**src/rtl/pwm_tick_gen.sv**
```systemverilog
module pwm_tick_gen #(
  parameter int          N_CH    = 5,
  parameter int          PRE_W   = 8,
  parameter int          SEL_W   = 4,
  parameter int          N_LOW   = 2,
  parameter int unsigned PRE_RST = 32'h0101
) (
  input  logic                   clk,
  input  logic                   rst_n,
  input  logic                   cfg_wr,
  input  logic [2*PRE_W-1:0]     pre_word,
  input  logic [N_CH*SEL_W-1:0]  div_word,
  output logic [N_CH-1:0]        tick
);
  localparam int PW2 = 2 * PRE_W;
  localparam int DW  = N_CH * SEL_W;
  localparam int DCW = (1 << SEL_W) - 1;
  localparam logic [PW2-1:0] PRE_RST_V = PW2'(PRE_RST);

  logic [PW2-1:0] pre_q;
  logic [DW-1:0]  div_q;
  logic [1:0]     stage_en;

  always_ff @(posedge clk or negedge rst_n) begin
    if (!rst_n) begin
      pre_q <= PRE_RST_V;
      div_q <= '0;
    end else if (cfg_wr) begin
      pre_q <= pre_word;
      div_q <= div_word;
    end
  end

  a_r6_words_held: assert property (@(posedge clk) disable iff (!rst_n)
    !cfg_wr |=> ($stable(pre_q) && $stable(div_q)));

  for (genvar p = 0; p < 2; p++) begin : g_pre
    logic [PRE_W-1:0] pcnt;

    always_ff @(posedge clk or negedge rst_n) begin
      if (!rst_n)                pcnt <= PRE_RST_V[p*PRE_W +: PRE_W];
      else if (cfg_wr)           pcnt <= pre_word[p*PRE_W +: PRE_W];
      else if (pcnt == '0)       pcnt <= pre_q[p*PRE_W +: PRE_W];
      else                       pcnt <= pcnt - PRE_W'(1);
    end

    assign stage_en[p] = (pcnt == '0);
  end

  for (genvar c = 0; c < N_CH; c++) begin : g_ch
    localparam int PS = (c < N_LOW) ? 0 : 1;
    logic [DCW-1:0]   dcnt;
    logic [DCW-1:0]   mask;
    logic [SEL_W-1:0] sel;
    logic [PRE_W-1:0] pre;

    assign sel  = div_q[c*SEL_W +: SEL_W];
    assign pre  = pre_q[PS*PRE_W +: PRE_W];
    assign mask = DCW'((32'd1 << sel) - 32'd1);

    always_ff @(posedge clk or negedge rst_n) begin
      if (!rst_n)             dcnt <= '0;
      else if (cfg_wr)        dcnt <= '0;
      else if (stage_en[PS])  dcnt <= dcnt + DCW'(1);
    end

    assign tick[c] = stage_en[PS] & ((dcnt & mask) == mask);

    a_r2_single_cycle: assert property (@(posedge clk) disable iff (!rst_n)
      (tick[c] && !cfg_wr && (pre != '0 || sel != '0)) |=> !tick[c]);

    a_r5_zero_always: assert property (@(posedge clk) disable iff (!rst_n)
      (pre == '0 && sel == '0) |-> tick[c]);

    a_r7_restart_quiet: assert property (@(posedge clk) disable iff (!rst_n)
      (cfg_wr && (pre_word[PS*PRE_W +: PRE_W] != '0 || div_word[c*SEL_W +: SEL_W] != '0))
      |=> !tick[c]);
  end

  a_r3_low_pair_match: assert property (@(posedge clk) disable iff (!rst_n)
    (div_q[SEL_W-1:0] == div_q[2*SEL_W-1:SEL_W]) |-> (tick[0] == tick[1]));

endmodule

```
**config.mk**
```make
export PLATFORM = sky130hd
export DESIGN_NAME = pwm_tick_gen
export DESIGN_NICKNAME = d
export VERILOG_FILES = /design/src/rtl/pwm_tick_gen.sv
export SDC_FILE = /design/constraint.sdc
export NUM_CORES = 1
export LEC_CHECK = 0
export ABC_AREA = 1
export BUFFER_PORTS_ARGS = -buffer_cell sky130_fd_sc_hd__buf_2
export CORE_ASPECT_RATIO = 0.75
export CORE_MARGIN = 10
export CORE_UTILIZATION = 45
export DETAILED_ROUTE_END_ITERATION = 10
export PLACE_DENSITY = 0.68
export RECOVER_POWER = 25
export SLEW_MARGIN = 10
export SYNTH_ARGS = -nofsm -noshare
export SYNTH_HDL_FRONTEND = slang
export SYNTH_SLANG_ARGS = --single-unit
```
**constraint.sdc**
```tcl
create_clock -name clk -period 2.1 [get_ports clk]
set_input_delay 0.42 -clock clk [delete_from_list [all_inputs] [get_ports clk]]
set_output_delay 0.42 -clock clk [all_outputs]
set_load 0.005 [all_outputs]
```
==> flow_summary.toml, run 1 <==
[logic_synthesis]
synth_warnings = 0
ys.flop_type = "dfrtp_1"
synthArstFlopShare_pct = 100
syn_area_um2 = 8080
avgSynthCellArea_um2 = 6.82
synth_nets = 1238
ys_seq_elements = 127
synth_edf_count = 0
ys_seq_area_share_pct = 39.4
synthCells = 1185
ys_types = 35

[setup_path]
crit_arrival_ns = 2.11
cp_max_fo = 3
r2r_end = "g_ch[4].dcnt[14]$_DFFE_PN0P_"
r2r_slack_ns = 0.08
reg2reg_depth = 10
startpoint_type = "register"
critPathKind = "reg2out"
end_kind = "output port"
required_ns = 1.68
rr_startpoint = "g_pre[1].pcnt[0]$_DFF_PN1_"

[timing]
slew_headroom_pct = 10.4
period_share_pct = 120
fmax_mhz = 396
maxSlewViolCount = 0
final_hold_viol_count = 0
timing.final.crit_period_ns = 2.53
fin_hold_ws_ns = 0.201
worst_pin_slew_ns = 1.34
clock-skew-final_ns = 0.00498
setup_violations = 39
tns_ns = -3.22
grt_setup_unrepaired = "true"
setup_slack_ns = -0.426

[power]
power_density_nw_per_um2 = 696
ir_drop_mv = 0.508
leakage_nw = 4.54

[die]
core_um2 = 17700
io_pins = 44
start_util_pct = 45.8
rows = 42
die_w_um = 175
die_y_um = 136
dieArea_um2 = 23800

[min_path]
hold-path-endpoint = "div_q[10]$_DFFE_PN0P_"
hp-class = "in2reg"
min_delay_path_depth = 3
hold_path_startpoint = "div_word[10]"

[drt]
drt_iter0_drc = 818
ant_nets = 0
drc = 0
via_per_inst = 5.27
wl_per_cell_um = 14.0
wl_mm = 21.5
vias = 8063
drtPass1Iterations = 5

[cts]
cts_max_level = 4
cts_tree = "yes"
cts_num_sinks = 127
clk_latency_ns = 0.42
cts_buffers = 17
clk_pin_slew_ns = 0.06
cts_root_buffer = "clkbuf_16"
clockBufferDepth = 2

[flow_run]
cap_violations = 0

[placed_design]
dp_hpwl_mm = 15.4
io_buffers = 43
dp_cells = 1486
routabilityCongestion = 0.912

[grt]
track_usage_pct = 18.2
antenna_found_initial = 0
grt_first_pass_wirelength_mm = 35.8
grt_max_degree = 51
gr-total-overflow = 0
grt_pass1_vias = 7244

[cells_and_area]
syn_to_final_growth_pct = 18.8
final_cells = 1531
drive_gt1_share_pct = 14.4
antennaDiodeCount = 0
nets = 1329

[outcome]
violations = "setup timing"
outcome = "finished with violations"
-- cells in the mapped netlist, drive strengths merged, types with 11 or more instances --
cell    number  area, um^2
ha          14         175
o21ai       93         465
nand2      333        1260
nand3       91         488
dfrtp      123        3080
a21oi       63         315
nor3        46         250
nor2       151         638
buf         22         124
inv        153         574
clkbuf      11        41.3
nand4       46         288
-- cell type report --
| class | instances | area (um^2) |
|---|---|---|
| Inverter | 153 | 581 |
| Timing Repair Buffer | 105 | 736 |
| Sequential cell | 127 | 3180 |
| Fill cell | 1710 | 8060 |
| Clock buffer | 22 | 474 |
| Clock inverter | 10 | 90.1 |
| Multi-Input combinational cell | 872 | 4230 |
| Tap cell | 242 | 303 |
-- kinds of logic (layout without fill, tap and decap cells) --
| kind of cell | after synthesis | count (layout) | synth area share [%] |
|---|---|---|---|
| simple gates | 671 | 671 | 36.6 |
| buf+inv | 186 | 290 | 9.15 |
| compound gates | 178 | 178 | 11.7 |
| flops | 127 | 127 | 39.4 |
| fa+ha+maj | 14 | 14 | 2.17 |
| xor+xnor | 9 | 9 | 0.975 |
-- cells in the final DEF, fill, tap and decap left out, types with 41 or more instances in the layout --
cell type / count
nand2_1: 330
a21oi_1: 63
dfrtp_1: 123
nor3_1: 42
nor2_1: 127
inv_1: 148
nand4_1: 46
buf_2: 41
nand3_1: 83
buf_4: 53
o21ai_0: 91
-- registers in the layout, indices dropped and copies added (netlist names) --
name,cells
g_ch.dcnt,75
div_q,20
g_pre.pcnt,16
pre_q,16
-- metrics by stage --
stage                     power (mW)  setup WS [ns]  cell area [um^2]  utilization [%]
after floorplan                 3.44        0.00926              8080                -
after global placement          3.82        -0.0332              8860             50.2
after detailed placement        3.84        -0.0886              8860             50.2
after CTS                       6.69         -0.447              9480             53.7
after global routing            7.02         -0.646              9600             54.4
final                           6.69         -0.426              9600             54.4
-- worst max path at each step --
stage	startpoint	endpoint	slack, ns
finish	div_q[10]$_DFFE_PN0P_	tick[2]	-0.43
global route	div_q[5]$_DFFE_PN0P_	tick[1]	-0.65
CTS	div_q[3]$_DFFE_PN0P_	tick[0]	-0.45
detailed placement	div_q[15]$_DFFE_PN0P_	tick[3]	-0.09
global placement	div_q[15]$_DFFE_PN0P_	tick[3]	-0.03
floorplan	div_q[3]$_DFFE_PN0P_	tick[0]	0.009
-- critical path: stages, from the launching register on --
cell and delay (ns):
dfrtp_1 0.40, nor2_4 0.13, nand3_1 0.07, ha_1 0.28, inv_1 0.04, nand2_1 0.05, nand2_1 0.04, nor2_1 0.08
nand2_1 0.05, nor2_1 0.09, nand2_1 0.06, nor2_1 0.08, nand3_1 0.09, nor2_1 0.09, buf_2 0.11
-- metal layers --
| metal | wire, um | share of wire (%) | vias to the layer above | track usage [%] |
|---|---|---|---|---|
| li1 | - | - | 4064 | - |
| met1 | 10900 | 51 | 3716 | 26.5 |
| met2 | 8960 | 42 | 270 | 26.0 |
| met3 | 1450 | 6.7 | 13 | 4.55 |
| met4 | 208 | 0.97 | 0 | 4.98 |
| met5 | 0 | 0 | - | 0 |
-- power breakdown --
part	switching [mW]	leakage [nW]	internal, mW
Sequential	0.133	1.67	2.59
Combinational	0.704	2.60	0.438
Clock	1.11	0.272	1.71
Total	1.94	4.54	4.74
-- what timing repair did --
item | 4_1_cts | 5_1_grt
endpoints found under the setup margin | 5 | 38
endpoints found under the hold margin | 45 | 0
hold buffers | 1 | 0
buffers inserted | 1 | 11
pin swaps | 4 | 5
gates resized for setup | 10 | 13
No activity file was read; power rests on OpenSTA's default activity.
==> inputs of run 2 (changes only) <==
--- a/config.mk
+++ b/config.mk
@@ -5,7 +5,6 @@
 export SDC_FILE = /design/constraint.sdc
 export NUM_CORES = 1
 export LEC_CHECK = 0
-export ABC_AREA = 1
 export BUFFER_PORTS_ARGS = -buffer_cell sky130_fd_sc_hd__buf_2
 export CORE_ASPECT_RATIO = 0.75
 export CORE_MARGIN = 10
==> run 2 against run 1 <==
Net effect:
- the run still ends with setup timing left
- sequential share of layout area grew 0.82 points
- synthesized cell count decreased by 29%
- flip-flop and latch count is the same
- final cell count shrank 23%
- via count decreased by 19%
- critical path type unchanged
- highest routed layer unchanged
==> flow_summary.toml, run 2 <==
[cells_and_area]
layout_common_cells = "dfrtp_1, buf_4, nor2_1"
syn_to_final_growth_pct = 28.9
layout_commonest_cell = "dfrtp_1"
largest_reg_flops = 75
regMostFlops = "g_ch.dcnt"
reg_top3 = "g_ch.dcnt x75, div_q x20"
nets = 1011
antennaDiodeCount = 0
drive_gt1_share_pct = 26.7

[drt]
drc = 0
ant_nets = 0
wl_per_cell_um = 15.6
via_per_inst = 5.50
drt_iter0_drc = 498
drtPass1Iterations = 5
vias = 6498
wl_mm = 18.4

[logic_synthesis]
ys_types = 51
synth_area_leaders = "dfrtp_1, nor2_1, xor2_1"
synth_nets = 893
yosysMostFrequentCell = "dfrtp_1"
avgSynthCellArea_um2 = 8.66
synthArstFlopShare_pct = 100
synthTopCellsByCount = "dfrtp_1, nor2_1, nand2_1, o21ai_0, clkbuf_1"
synth_warnings = 0
ys_seq_area_share_pct = 43.8
synthCells = 840
yosys.area.top_type = "dfrtp_1"
ys_seq_elements = 127
synth_edf_count = 0
ys.flop_type = "dfrtp_1"
syn_area_um2 = 7270
yosysTopAreaCellShare_pct = 42.3

[timing]
fin_hold_ws_ns = 0.197
setup_violations = 7
grt_setup_unrepaired = "true"
period_share_pct = 135
fmax_mhz = 354
tns_ns = -2.82
clock-skew-final_ns = 0.00770
timing.final.crit_period_ns = 2.82
slew_headroom_pct = 9.78
final_hold_viol_count = 0
setup_slack_ns = -0.725
worst_pin_slew_ns = 1.35
maxSlewViolCount = 0

[power]
power_density_nw_per_um2 = 749
power_mw = 7.02
ir_drop_mv = 0.622
leakage_nw = 3.98

[placed_design]
dp_hpwl_mm = 12.5
routabilityCongestion = 0.896
dp_worst_setup_slack_ns = -0.322
io_buffers = 43

[setup_path]
path_cells = "nor3_4, nand2b_1, ha_4, nor4bb_4, a31oi_1, or3_1, o211ai_1, a2111oi_2, buf_2"
critPathKind = "reg2out"
end_kind = "output port"
startpoint_type = "register"
crit_arrival_ns = 2.40
cp_max_fo = 6
crit_buf_inv = 1
cp_slowest_stage_delay_ns = 0.42
required_ns = 1.68
path_delay_family = "simple AND/OR/NAND/NOR gates"
worst_path_max_delay_cell = "dfrtp_1"

[flow_run]
cap_violations = 0

[grt]
track_usage_pct = 17.2
gr-total-overflow = 0
grt_pass1_vias = 6261
grt_max_degree = 54
antenna_found_initial = 0
grt_first_pass_wirelength_mm = 31.3

[die]
io_pins = 44
die_w_um = 167
core_um2 = 15900
start_util_pct = 45.7
rows = 40
die_y_um = 130
dieArea_um2 = 21700

[cts]
clockBufferDepth = 2
clk_pin_slew_ns = 0.06
cts_tree = "yes"
cts_num_sinks = 127
cts_buffers = 17
cts_root_buffer = "clkbuf_16"
clk_latency_ns = 0.43
cts_max_level = 4

[min_path]
hp-class = "in2reg"

[outcome]
outcome = "finished with violations"
violations = "setup timing"
-- run 2: final timing paths --
| kind | endpoint | cells after the start | slack [ns] | from |
|---|---|---|---|---|
| worst max register to register | g_ch[3].dcnt[8]$_DFFE_PN0P_ | 6 | -0.02 | g_pre[1].pcnt[1]$_DFF_PN0_ |
| worst min register to register | pre_q[9]$_DFFE_PN0P_ | 1 | 0.51 | pre_q[9]$_DFFE_PN0P_ |
| min in group asynchronous | g_ch[1].dcnt[5]$_DFFE_PN0P_ | 2 | 0.81 | rst_n |
| worst max-delay path | tick[0] | 9 | -0.72 | div_q[1]$_DFFE_PN0P_ |
| worst min-delay path | div_q[11]$_DFFE_PN0P_ | 3 | 0.20 | div_word[11] |
| max in group asynchronous | div_q[11]$_DFFE_PN0P_ | 3 | 0.28 | rst_n |
-- run 2: repair_timing --
item,in CTS,in global routing
hold buffers,1,0
pin swaps,12,26
endpoints found under the setup margin,13,29
setup buffers,2,10
hold endpoints to repair,46,0
gates resized for setup,19,24
-- run 2: worst reg2reg max path: cells and delay by family, from the launching register on --
kind            cells  cell delay (ns)
simple gates        3             1.35
flops               1             0.39
fa+ha+maj           1             0.13
compound gates      1             0.11
buf+inv             1             0.08
-- run 2: cell type report --
cell class              count  area [um^2]
inverters                  36          135
repair buffers            152         1090
clock inverters            11          153
clock buffers              21          480
fillers                  1422         6540
flip-flops and latches    127         3180
multi-input cells         624         4070
well taps                 210          263
-- run 2: metal layers --
metal,wire [um],track usage [%],share of wire (%),up-vias
li1,-,-,-,3180
met2,8120,25.6,44,130
met4,248,5.62,1.3,0
met3,693,3.37,3.8,23
met1,9350,24.7,51,3165
met5,0,0,0,-
-- run 2: logic make-up (layout without fill, tap and decap cells) --
kind of cell / count (synthesis) / in the layout / share of synthesized area [%]
AOI/OAI and AO/OA: 152 / 152 / 12.2
adders and majority gates: 14 / 14 / 2.41
buffers and inverters: 89 / 220 / 4.77
xor gates and xnor gates: 80 / 80 / 9.64
muxes: 22 / 22 / 3.41
DFF: 127 / 127 / 43.8
and+or+nand+nor: 356 / 356 / 23.8
-- run 2: power by group --
group / internal [mW] / total, mW / switching, mW
logic: 0.570 / 1.19 / 0.616
registers: 2.57 / 2.67 / 0.102
clock network: 2.00 / 3.16 / 1.16
total: 5.14 / 7.02 / 1.88
-- run 2: through the flow --
| step | instance area [um^2] | util (%) | std cells |
|---|---|---|---|
| floorplan | 7460 | - | 840 |
| global placement | 8470 | 53.2 | 1137 |
| detailed placement | 8470 | 53.2 | 1137 |
| CTS | 9230 | 58.0 | 1172 |
| global route | 9370 | 58.9 | 1181 |
| finish | 9370 | 58.9 | 1181 |
==> inputs of run 3 (changes only) <==
--- a/config.mk
+++ b/config.mk
@@ -12,6 +12,7 @@
 export DETAILED_ROUTE_END_ITERATION = 10
 export PLACE_DENSITY = 0.68
 export RECOVER_POWER = 25
+export SETUP_SLACK_MARGIN = 0.4
 export SLEW_MARGIN = 10
 export SYNTH_ARGS = -nofsm -noshare
 export SYNTH_HDL_FRONTEND = slang
==> run 3 against run 2 <==
Net effect:
- the run ends with capacitance limit, slew limit, setup timing left
- register-to-register slack worse by 0.08 ns
- count of clock-buffer cells in the layout up 5
- first-iteration DRC count up 31%
- design area up 13%
- critical path depth down 1
- routed wire length up 13%
- via count up 5.6%
- utilization up 7.5 points
- fmax down 3.2%
- critical path type unchanged
- largest cell class unchanged
- highest routed layer unchanged
==> flow_summary.toml, run 3 (synthesized netlist as in run 2, its figures left out) <==
[drt]
ant_nets = 0
vias = 6861
drc = 0
via_per_inst = 5.63
wl_per_cell_um = 17.1
wl_mm = 20.9
drt_iter0_drc = 654
drtPass1Iterations = 5

[timing]
grt_setup_unrepaired = "true"
clock-skew-final_ns = 0.00785
timing.final.crit_period_ns = 2.92
worst_pin_slew_ns = 1.54
final_hold_viol_count = 0
setup_violations = 36
fin_hold_ws_ns = 0.214
tns_ns = -4.72
slew_headroom_pct = -2.97
fmax_mhz = 343
period_share_pct = 139
setup_slack_ns = -0.818
maxSlewViolCount = 59

[cts]
cts_root_buffer = "clkbuf_16"
cts_num_sinks = 127
cts_tree = "yes"
clockBufferDepth = 2
clk_latency_ns = 0.43
cts_max_level = 4
cts_buffers = 17
clk_pin_slew_ns = 0.05

[die]
die_y_um = 130
die_w_um = 167
dieArea_um2 = 21700
core_um2 = 15900
start_util_pct = 45.7
io_pins = 44
rows = 40

[placed_design]
dpl_cell_area_um2 = 8630
io_buffers = 43
routabilityCongestion = 0.869
dp_hpwl_mm = 12.6

[cells_and_area]
drive_gt1_share_pct = 38.6
syn_to_final_growth_pct = 45.2
design_area_um2 = 10600
antennaDiodeCount = 0
nets = 1050
reg_top3 = "g_ch.dcnt x75, div_q x20"
layout_commonest_cell = "dfrtp_1"
regMostFlops = "g_ch.dcnt"
layout_common_cells = "dfrtp_1, buf_4, nor2_1"
largest_reg_flops = 75

[grt]
grt_max_degree = 61
grt_first_pass_wirelength_mm = 34.0
gr-usage-met3_pct = 4.72
met1_usage_pct = 26.7
grt_busiest_layer = "met2"
track_usage_pct = 18.9
grt_pass1_vias = 6684
gr-total-overflow = 0
grtUsageMet2_pct = 27.8
antenna_found_initial = 0

[setup_path]
critPathKind = "reg2out"
crit_buf_inv = 2
path_delay_family = "simple AND/OR/NAND/NOR gates"
end_kind = "output port"
cp_max_fo = 3
cp_slowest_stage_delay_ns = 0.41
required_ns = 1.68
worst_path_max_delay_cell = "dfrtp_1"
crit_arrival_ns = 2.50
path_cells = "inv_2, ha_4, nor3b_4, nand2_4, nor4_4, o311ai_1, a2111oi_1, buf_2"
startpoint_type = "register"

[power]
ir_drop_mv = 0.573
power_mw = 7.30
power_density_nw_per_um2 = 691
leakage_nw = 4.80

[flow_run]
cap_violations = 1

[outcome]
violations = "capacitance limit, slew limit, setup timing"
outcome = "finished with violations"

[min_path]
hp-class = "in2reg"
==> run 3: cell types whose count changed in the layout (fill, tap and decap cells not counted), moves of 11 or more <==
cell	previous run	this run
nand2_4	0	18
nand3_1	27	14
nor3_4	2	13
a21oi_1	39	28
o21ai_0	67	49
buf_6	3	26
nor3_1	25	14
nand2_1	89	67
o21ai_1	2	15
==> run 3: final cells by class <==
| type | count | area, um^2 |
|---|---|---|
| sequential | 127 | 3190 |
| fill | 1167 | 5360 |
| inverter | 36 | 135 |
| clock inverter | 5 | 100 |
| multi-input combinational | 624 | 4770 |
| clock buffer | 26 | 519 |
| timing repair buffer | 191 | 1580 |
| tap | 210 | 263 |
==> run 3: path summary, 6_finish.rpt <==
kind                       cells past startpoint                          end  slack [ns]                       start
max                                            8                      tick[1]       -0.82  g_pre[0].pcnt[1]$_DFF_PN0_
min reg2reg                                    2         pre_q[7]$_DFFE_PN0P_        0.54        pre_q[7]$_DFFE_PN0P_
min in group asynchronous                      2         pre_q[3]$_DFFE_PN0P_        0.91                       rst_n
max in group asynchronous                      2        div_q[14]$_DFFE_PN0P_        0.16                       rst_n
max reg2reg                                   11  g_ch[0].dcnt[3]$_DFFE_PN0P_       -0.10  g_pre[0].pcnt[1]$_DFF_PN0_
min                                            3         div_q[3]$_DFFE_PN0P_        0.21                 div_word[3]
==> run 3: stage by stage <==
stage                     util [%]  setup WS, ns  std cells
final                         66.3        -0.818       1219
after global placement        54.3        -0.294       1142
after CTS                     64.0        -0.708       1200
after floorplan                  -        -0.161        840
after detailed placement      54.3        -0.314       1142
after global routing          66.3        -0.962       1219
==> run 3: repair_timing <==
action,CTS,global route
setup endpoints to repair,92,95
buffers inserted,24,18
gates cloned,2,1
pin swaps,56,46
resized for setup,159,58
hold buffers,1,0
endpoints found under the hold margin,50,0
==> run 3: worst reg2reg max path, stage by stage (launching register included) <==
cell,delay (ns)
dfrtp_1,0.41
inv_2,0.10
ha_4,0.14
buf_4,0.11
buf_6,0.09
buf_6,0.09
or3b_4,0.41
nor2_4,0.20
buf_12,0.16
nand4_1,0.13
xor2_1,0.18
nor2_1,0.05
==> run 3: per-layer routing <==
layer	up-vias	wire length, um
li1	3264	-
met1	3311	9830
met2	242	9420
met3	44	1240
met4	0	396
met5	-	0
==> run 3: power by group <==
part / total [mW] / internal, mW / switching [mW] / leakage, nW
Sequential: 2.69 / 2.57 / 0.121 / 1.66
Clock: 3.13 / 2.05 / 1.08 / 0.306
Combinational: 1.48 / 0.736 / 0.741 / 2.83
